===== src/rtl/wdw_pkg.sv =====
package wdw_pkg;
  typedef enum logic [1:0] {
    IV_NONE  = 2'd0,
    IV_GOOD  = 2'd1,
    IV_SHORT = 2'd2,
    IV_LONG  = 2'd3
  } iv_verdict_e;
endpackage


===== src/rtl/wdw_edge_sync.sv =====
module wdw_edge_sync #(
  parameter int STAGES = 2
) (
  input  logic clk,
  input  logic rst_n,
  input  logic async_i,
  output logic edge_o
);
  logic [STAGES-1:0] chain_q;
  logic [STAGES-1:0] chain_d;
  logic              prev_q;
  logic              prev_d;

  generate
    for (genvar g = 0; g < STAGES; g++) begin : g_stage
      if (g == 0) begin : g_first
        always_comb chain_d[g] = async_i;
      end else begin : g_rest
        always_comb chain_d[g] = chain_q[g-1];
      end
    end
  endgenerate

  always_comb prev_d = chain_q[STAGES-1];

  always_ff @(posedge clk or negedge rst_n) begin
    if (!rst_n) begin
      chain_q <= '0;
      prev_q  <= 1'b0;
    end else begin
      chain_q <= chain_d;
      prev_q  <= prev_d;
    end
  end

  assign edge_o = chain_q[STAGES-1] ^ prev_q;
endmodule


===== src/rtl/wdw_interval_timer.sv =====
module wdw_interval_timer
  import wdw_pkg::*;
#(
  parameter int LO_TICKS = 30,
  parameter int HI_TICKS = 80
) (
  input  logic        clk,
  input  logic        rst_n,
  input  logic        tick_en,
  input  logic        standby_i,
  input  logic        edge_i,
  output iv_verdict_e verdict_o
);
  localparam int SAT   = HI_TICKS + 1;
  localparam int CNT_W = $clog2(SAT + 1);
  localparam logic [CNT_W-1:0] SAT_V = CNT_W'(SAT);
  localparam logic [CNT_W-1:0] LO_V  = CNT_W'(LO_TICKS);

  logic [CNT_W-1:0] cnt_q, cnt_d;
  logic             armed_q, armed_d;
  logic             sat;
  logic             narrow;

  assign sat    = (cnt_q == SAT_V);
  assign narrow = (cnt_q < LO_V);

  always_comb begin
    cnt_d   = cnt_q;
    armed_d = armed_q;
    if (standby_i) begin
      cnt_d   = '0;
      armed_d = 1'b0;
    end else if (edge_i) begin
      cnt_d   = '0;
      armed_d = 1'b1;
    end else if (tick_en && !sat) begin
      cnt_d = cnt_q + 1'b1;
    end
  end

  always_ff @(posedge clk or negedge rst_n) begin
    if (!rst_n) begin
      cnt_q   <= '0;
      armed_q <= 1'b0;
    end else begin
      cnt_q   <= cnt_d;
      armed_q <= armed_d;
    end
  end

  always_comb begin
    verdict_o = IV_NONE;
    if (!standby_i) begin
      if (sat)                          verdict_o = IV_LONG;
      else if (edge_i && armed_q && narrow) verdict_o = IV_SHORT;
      else if (edge_i && armed_q)       verdict_o = IV_GOOD;
    end
  end

  p_cnt_bound_r4: assert property (@(posedge clk) disable iff (!rst_n)
    cnt_q <= SAT_V);

  p_sat_hold_r4: assert property (@(posedge clk) disable iff (!rst_n)
    (sat && !edge_i && !standby_i) |=> (cnt_q == SAT_V));

  p_cnt_frozen_r9: assert property (@(posedge clk) disable iff (!rst_n)
    (!tick_en && !edge_i && !standby_i) |=> $stable(cnt_q));
endmodule


===== src/rtl/wdw_recovery.sv =====
module wdw_recovery
  import wdw_pkg::*;
#(
  parameter int GOOD_RUN = 16
) (
  input  logic        clk,
  input  logic        rst_n,
  input  logic        standby_i,
  input  iv_verdict_e verdict_i,
  output logic        fail_o,
  output logic        recovered_o
);
  localparam int RUN_W = (GOOD_RUN > 1) ? $clog2(GOOD_RUN) : 1;
  localparam logic [RUN_W-1:0] LAST_V = RUN_W'(GOOD_RUN - 1);

  logic             fail_q, fail_d;
  logic [RUN_W-1:0] run_q, run_d;
  logic             rec_q, rec_d;
  logic             bad;

  assign bad = (verdict_i == IV_SHORT) || (verdict_i == IV_LONG);

  always_comb begin
    fail_d = fail_q;
    run_d  = run_q;
    rec_d  = 1'b0;
    if (standby_i) begin
      fail_d = 1'b0;
      run_d  = '0;
    end else if (bad) begin
      fail_d = 1'b1;
      run_d  = '0;
    end else if (verdict_i == IV_GOOD && fail_q) begin
      if (run_q == LAST_V) begin
        fail_d = 1'b0;
        run_d  = '0;
        rec_d  = 1'b1;
      end else begin
        run_d = run_q + 1'b1;
      end
    end
  end

  always_ff @(posedge clk or negedge rst_n) begin
    if (!rst_n) begin
      fail_q <= 1'b0;
      run_q  <= '0;
      rec_q  <= 1'b0;
    end else begin
      fail_q <= fail_d;
      run_q  <= run_d;
      rec_q  <= rec_d;
    end
  end

  assign fail_o      = fail_q;
  assign recovered_o = rec_q;

  p_bad_sets_fail_r2: assert property (@(posedge clk) disable iff (!rst_n)
    (bad && !standby_i) |=> fail_q);

  p_run_reset_r7: assert property (@(posedge clk) disable iff (!rst_n)
    bad |=> (run_q == '0));

  p_standby_clear_r8: assert property (@(posedge clk) disable iff (!rst_n)
    standby_i |=> !fail_q);

  p_rec_pulse_r6: assert property (@(posedge clk) disable iff (!rst_n)
    rec_q |-> $fell(fail_q));
endmodule


===== src/rtl/wdw_heartbeat_monitor.sv =====
module wdw_heartbeat_monitor
  import wdw_pkg::*;
#(
  parameter int LO_TICKS    = 30,
  parameter int HI_TICKS    = 80,
  parameter int GOOD_RUN    = 16,
  parameter int SYNC_STAGES = 2
) (
  input  logic clk,
  input  logic rst_n,
  input  logic tick_en,
  input  logic standby,
  input  logic hb_in,
  output logic fail_o,
  output logic recovered_o
);
  logic        hb_edge;
  iv_verdict_e verdict;

  wdw_edge_sync #(.STAGES(SYNC_STAGES)) u_sync (
    .clk     (clk),
    .rst_n   (rst_n),
    .async_i (hb_in),
    .edge_o  (hb_edge)
  );

  wdw_interval_timer #(.LO_TICKS(LO_TICKS), .HI_TICKS(HI_TICKS)) u_timer (
    .clk       (clk),
    .rst_n     (rst_n),
    .tick_en   (tick_en),
    .standby_i (standby),
    .edge_i    (hb_edge),
    .verdict_o (verdict)
  );

  wdw_recovery #(.GOOD_RUN(GOOD_RUN)) u_recov (
    .clk         (clk),
    .rst_n       (rst_n),
    .standby_i   (standby),
    .verdict_i   (verdict),
    .fail_o      (fail_o),
    .recovered_o (recovered_o)
  );

  p_rec_only_clear_r6: assert property (@(posedge clk) disable iff (!rst_n)
    (fail_o && !standby && !recovered_o) |=> (fail_o || standby || recovered_o) || $past(standby));
endmodule


===== config.mk =====
export PLATFORM = sky130hd
export DESIGN_NAME = wdw_heartbeat_monitor
export DESIGN_NICKNAME = d
export VERILOG_FILES = /design/src/rtl/wdw_pkg.sv /design/src/rtl/wdw_edge_sync.sv /design/src/rtl/wdw_interval_timer.sv /design/src/rtl/wdw_recovery.sv /design/src/rtl/wdw_heartbeat_monitor.sv
export SDC_FILE = /design/constraint.sdc
export NUM_CORES = 1
export LEC_CHECK = 0
export BUFFER_PORTS_ARGS = -buffer_cell sky130_fd_sc_hd__clkbuf_2
export CAP_MARGIN = 10
export CELL_PAD_IN_SITES_DETAIL_PLACEMENT = 0
export CELL_PAD_IN_SITES_GLOBAL_PLACEMENT = 1
export CORE_MARGIN = 1.5
export CORE_UTILIZATION = 47
export CTS_CLUSTER_DIAMETER = 60
export DETAILED_ROUTE_END_ITERATION = 10
export PLACE_DENSITY_LB_ADDON = 0.1
export SLEW_MARGIN = 10
export SYNTH_ARGS = -nofsm -noshare
export SYNTH_HDL_FRONTEND = slang
export SYNTH_HIERARCHICAL = 1
export SYNTH_SLANG_ARGS = --single-unit

===== constraint.sdc =====
create_clock -name clk -period 5.45 [get_ports clk]
set_clock_uncertainty 0.15 [all_clocks]
set_input_delay 0 -clock clk [delete_from_list [all_inputs] [get_ports clk]]
set_output_delay 0 -clock clk [all_outputs]
set_load 0.05 [all_outputs]

==> impl.org <==
** Run status
- Run status :: finished clean

** Worst setup path
- The critical path is of the reg2reg type.
- Data arrival time of the critical path :: 2.26 ns
- Crit-path cells :: inv_1, ha_1, and4b_1, nand2_1, a21oi_1, nand2_2, or3_1, a31oi_1
- Of all nets on the critical path, the largest fanout is 6.
- Launching instance or port of the critical path :: u_timer/cnt_q[1]
- Kind of capture point of the worst setup path :: flip-flop
- In this run the critical register-to-register path is launched from u_timer/cnt_q[1].
- Counting both buffers and inverters, the worst setup path holds a total of 1.
- Critical-path top delay cell :: sky130_fd_sc_hd__dfrtp_1
- In this design, the stage delay of the slowest critical-path cell is 0.42 ns.
- For the worst setup path, the data required time is 5.53 ns.
- In this design, the largest share of critical-path delay is due to simple AND/OR/NAND/NOR gates.
- Crit start category :: flip-flop

** Timing
- Maximum clock rate :: 458 MHz
- Setup repair after global routing left no endpoint under its margin.
- The worst path needs 2.19 ns of the cycle, external delays included.
- In the finished design, the share of the clock period the worst path needs comes to 40.1%.
- After routing, the total negative slack on setup checks comes to 0 ns.
- Setup violations remaining at the end of the flow were counted as 0.
- Relative slew slack :: 72.7%
- The final count of pins violating max slew is 0.
- Count of endpoints failing hold in the final timing report :: 0
- Worst Tran Pin Value :: 0.409 ns

** Final layout
- Registers take 425 um^2.
- The finished layout holds 112 standard cells, fillers aside.
- In the final layout, the share of cells above drive strength 1 is 16.7%.
- Synth-to-layout area growth :: 13.9%
- Area taken by multi-input logic gates :: 380 um^2
- Count of filler cells inserted in the layout :: 136
- The net count of the finished layout is 105.
- 0 antenna diodes ended up in the layout.

** Die
- Width of the chip :: 44.7 um
- Die height :: 44.7 um
- The initial utilization of the core area, before any placement, comes to 52.4%.
- Number of I/O pins :: 7
- The floorplan step defined a core boundary enclosing 1560 um^2.
- After floorplanning, the core was divided into 14 placement rows.
- Area enclosed by the die boundary :: 2000 um^2

** Routing
- For this run, design rule violations remaining after detail routing come to 0.
- The first routing iteration left 9 violations.
- Number of vias per cell :: 5.47
- ANT nets after route :: 0
- Routed vias :: 613
- Dividing the detail-routed wire length by the instance count gives 12.8 um.
- Detailed-routing iteration count for the pre-antenna-repair pass :: 4
- The final layout contains routed wiring with a total length of 1440 um.

** Yosys
- Count of unique library cells instantiated by Yosys :: 25
- By area, the combinational part of the netlist is dominated by simple AND/OR/NAND/NOR gates.
- After Yosys synthesis, full adders, half adders and majority gates account for 4.59% of the synthesized area.
- Mapped Nets :: 91
- Post-synthesis cell area :: 817 um^2
- For this run, the number of Yosys warnings is 6.
- Mux cell area share after synthesis :: 1.38%
- Synthesis produced a netlist whose cell count is 83.
- Area fraction in and, or, nand and nor cells after synthesis :: 24.3%
- The synthesized netlist devotes 4.29% of its cell area to XOR and XNOR gates.
- Synth Area in Compound Gates :: 11.9%
- Synthesis inferred 17 register bits.
- Register area share after synthesis :: 52.1%
- Avg Cell Area, Syn :: 9.84 um^2

** Clock tree
- The later pin in the worst-skew pair is clocked with a latency of 0.30 ns.
- Clock-pin slew was measured on the worst setup and hold paths at 0.10 ns.
- In this run the deepest clock path goes through 2 buffers.
- Count of buffers added by post-CTS timing repair for setup :: 0
- TritonCTS built the clock tree.
- Clock tree synthesis found a total of 17 sinks.
- H-tree levels :: 1
- The cell sitting at the root of the clock tree is a sky130_fd_sc_hd__clkbuf_4.
- TritonCTS buffer count :: 3

** Global routing
- Entering global routing, the biggest net connects 18 pins.
- Number of antenna violations at the first check in global routing :: 0
- Aggregate global-route resource usage :: 18.3%
- Global-route congestion overflow total :: 0
- Via count of the first global-routing pass :: 579
- The first global-routing pass estimated 2550 um of wire.

** Power
- The completed layout was analyzed and its total power is 0.000218 W.
- Power spread over the standard cell area amounts to 235 nW/um^2.
- Static leakage power :: 0.406 nW
- The worst-case IR drop observed on VDD is 0.142 mV.

** Placed design
- Detailed-placement wirelength estimate :: 1040 um
- Buffers on Ports :: 6
- Count of placed standard cells including taps :: 104
- Routability Congestion :: 0.804

** Run
- The tool flagged a number of max-cap violations equal to 0.

** Worst hold path
- Hold Crit Class :: in2async
## stage by stage
step | hold WS, ns | instance area [um^2] | setup WS [ns] | utilization (%)
2_1_floorplan | -0.446 | 817 | 3.46 | -
3_3_place_gp | -0.200 | 863 | 3.37 | 55.4
3_5_place_dp | -0.194 | 863 | 3.31 | 55.4
4_1_cts | 0.0144 | 931 | 3.28 | 59.7
5_1_grt | 0.0469 | 931 | 3.08 | 59.7
6_report | 0.00267 | 931 | 3.26 | 59.7
## worst register-to-register path: stages, from the launching register on
cell and delay, ns:
sky130_fd_sc_hd__dfrtp_1 0.42, sky130_fd_sc_hd__inv_1 0.09, sky130_fd_sc_hd__ha_1 0.13, sky130_fd_sc_hd__and4b_1 0.26, sky130_fd_sc_hd__nand2_1 0.10, sky130_fd_sc_hd__a21oi_1 0.30, sky130_fd_sc_hd__nand2_2 0.14, sky130_fd_sc_hd__or3_1 0.37
sky130_fd_sc_hd__a31oi_1 0.15
## flip-flops by register name (all words and copies together) (netlist names)
register             cells
u_sync/prev_q            1
u_sync/chain_q           2
u_recov/run_q            4
u_timer/armed_q          1
u_timer/cnt_q            7
u_recov/fail_o           1
u_recov/recovered_o      1
## Yosys cell counts
cell / n / area (um^2)
sky130_fd_sc_hd__or3_1: 3 / 18.8
sky130_fd_sc_hd__a21oi_1: 9 / 45.0
sky130_fd_sc_hd__clkbuf_1: 1 / 3.75
sky130_fd_sc_hd__nand3_1: 7 / 35.0
sky130_fd_sc_hd__o311ai_0: 1 / 8.76
sky130_fd_sc_hd__xor2_1: 4 / 35.0
sky130_fd_sc_hd__or2_2: 2 / 12.5
sky130_fd_sc_hd__inv_1: 2 / 7.51
sky130_fd_sc_hd__and4b_1: 1 / 10.0
sky130_fd_sc_hd__o21ai_0: 2 / 10.0
sky130_fd_sc_hd__dfrtp_1: 17 / 425
sky130_fd_sc_hd__a211o_2: 1 / 10.0
sky130_fd_sc_hd__a31oi_1: 1 / 6.26
sky130_fd_sc_hd__nand2_2: 1 / 6.26
sky130_fd_sc_hd__mux2_2: 1 / 11.3
sky130_fd_sc_hd__and4_1: 1 / 8.76
sky130_fd_sc_hd__ha_1: 3 / 37.5
sky130_fd_sc_hd__a21bo_2: 1 / 10.0
sky130_fd_sc_hd__a211oi_1: 1 / 7.51
sky130_fd_sc_hd__or4_1: 1 / 7.51
sky130_fd_sc_hd__or3b_1: 1 / 8.76
sky130_fd_sc_hd__nor3_1: 1 / 5.00
sky130_fd_sc_hd__nand4_1: 3 / 18.8
sky130_fd_sc_hd__nand2_1: 9 / 33.8
sky130_fd_sc_hd__nor2_1: 9 / 33.8
## placed cells by master, fill, tap and decap left out, types with 4 or more instances in the layout
cell type | netlist | routed
sky130_fd_sc_hd__nor2_1 | 9 | 9
sky130_fd_sc_hd__dlygate4sd3_1 | 0 | 4
sky130_fd_sc_hd__a21oi_1 | 9 | 9
sky130_fd_sc_hd__dfrtp_1 | 17 | 17
sky130_fd_sc_hd__nand2_1 | 9 | 9
sky130_fd_sc_hd__clkbuf_2 | 0 | 6
sky130_fd_sc_hd__nand3_1 | 7 | 7
sky130_fd_sc_hd__xor2_1 | 4 | 4
## cells by family after synthesis
kind of cell / Yosys count
multiplexers: 1
XOR/XNOR: 4
AO/OA/AOI/OAI: 16
AND/OR/NAND/NOR: 39
flip-flops: 17
buffers and inverters: 3
adder cells (fa/ha/maj): 3
## repair_timing
action / in CTS / in global routing
hold buffers: 4 / 0
hold endpoints to repair: 31 / 0
resized for setup: 0 / 0
## power breakdown
group	internal, W	total (W)	leakage, nW	switching (W)
combinational	0.00000741	0.0000184	0.161	0.0000110
sequential	0.000129	0.000132	0.228	0.00000274
clock	0.0000274	0.0000681	0.0177	0.0000407
## worst paths after layout
| kind | slack, ns | to | depth (start not counted) |
|---|---|---|---|
| min in group clk | 0.20 | u_sync/chain_q[0] | 2 |
| setup reg to reg | 3.26 | u_recov/run_q[3] | 8 |
| max in group asynchronous | 4.86 | u_recov/run_q[1] | 2 |
| hold reg to reg | 0.21 | u_sync/chain_q[1] | 0 |
| hold / removal | 0.003 | u_timer/cnt_q[2] | 2 |
| setup / recovery | 3.26 | u_recov/run_q[3] | 8 |
## metal layers
layer | routed length, um | track usage, % | part of all wire, % | up-vias
li1 | - | - | - | 325
met1 | 787 | 26.7 | 55 | 275
met3 | 39 | 3.60 | 2.7 | 5
met2 | 561 | 24.1 | 39 | 8
met4 | 48 | 12.7 | 3.3 | 0
met5 | 0 | 0 | 0 | -
## final cells by class
cell class              count  share of cell area, %
well taps                  16                   2.15
repair buffers             10                   7.53
multi-input cells          63                   40.9
clock inverters             1                  0.538
flip-flops and latches     17                   45.7
clock buffers               3                   2.42
inverters                   2                  0.806
(Power assumes the default switching activity.)
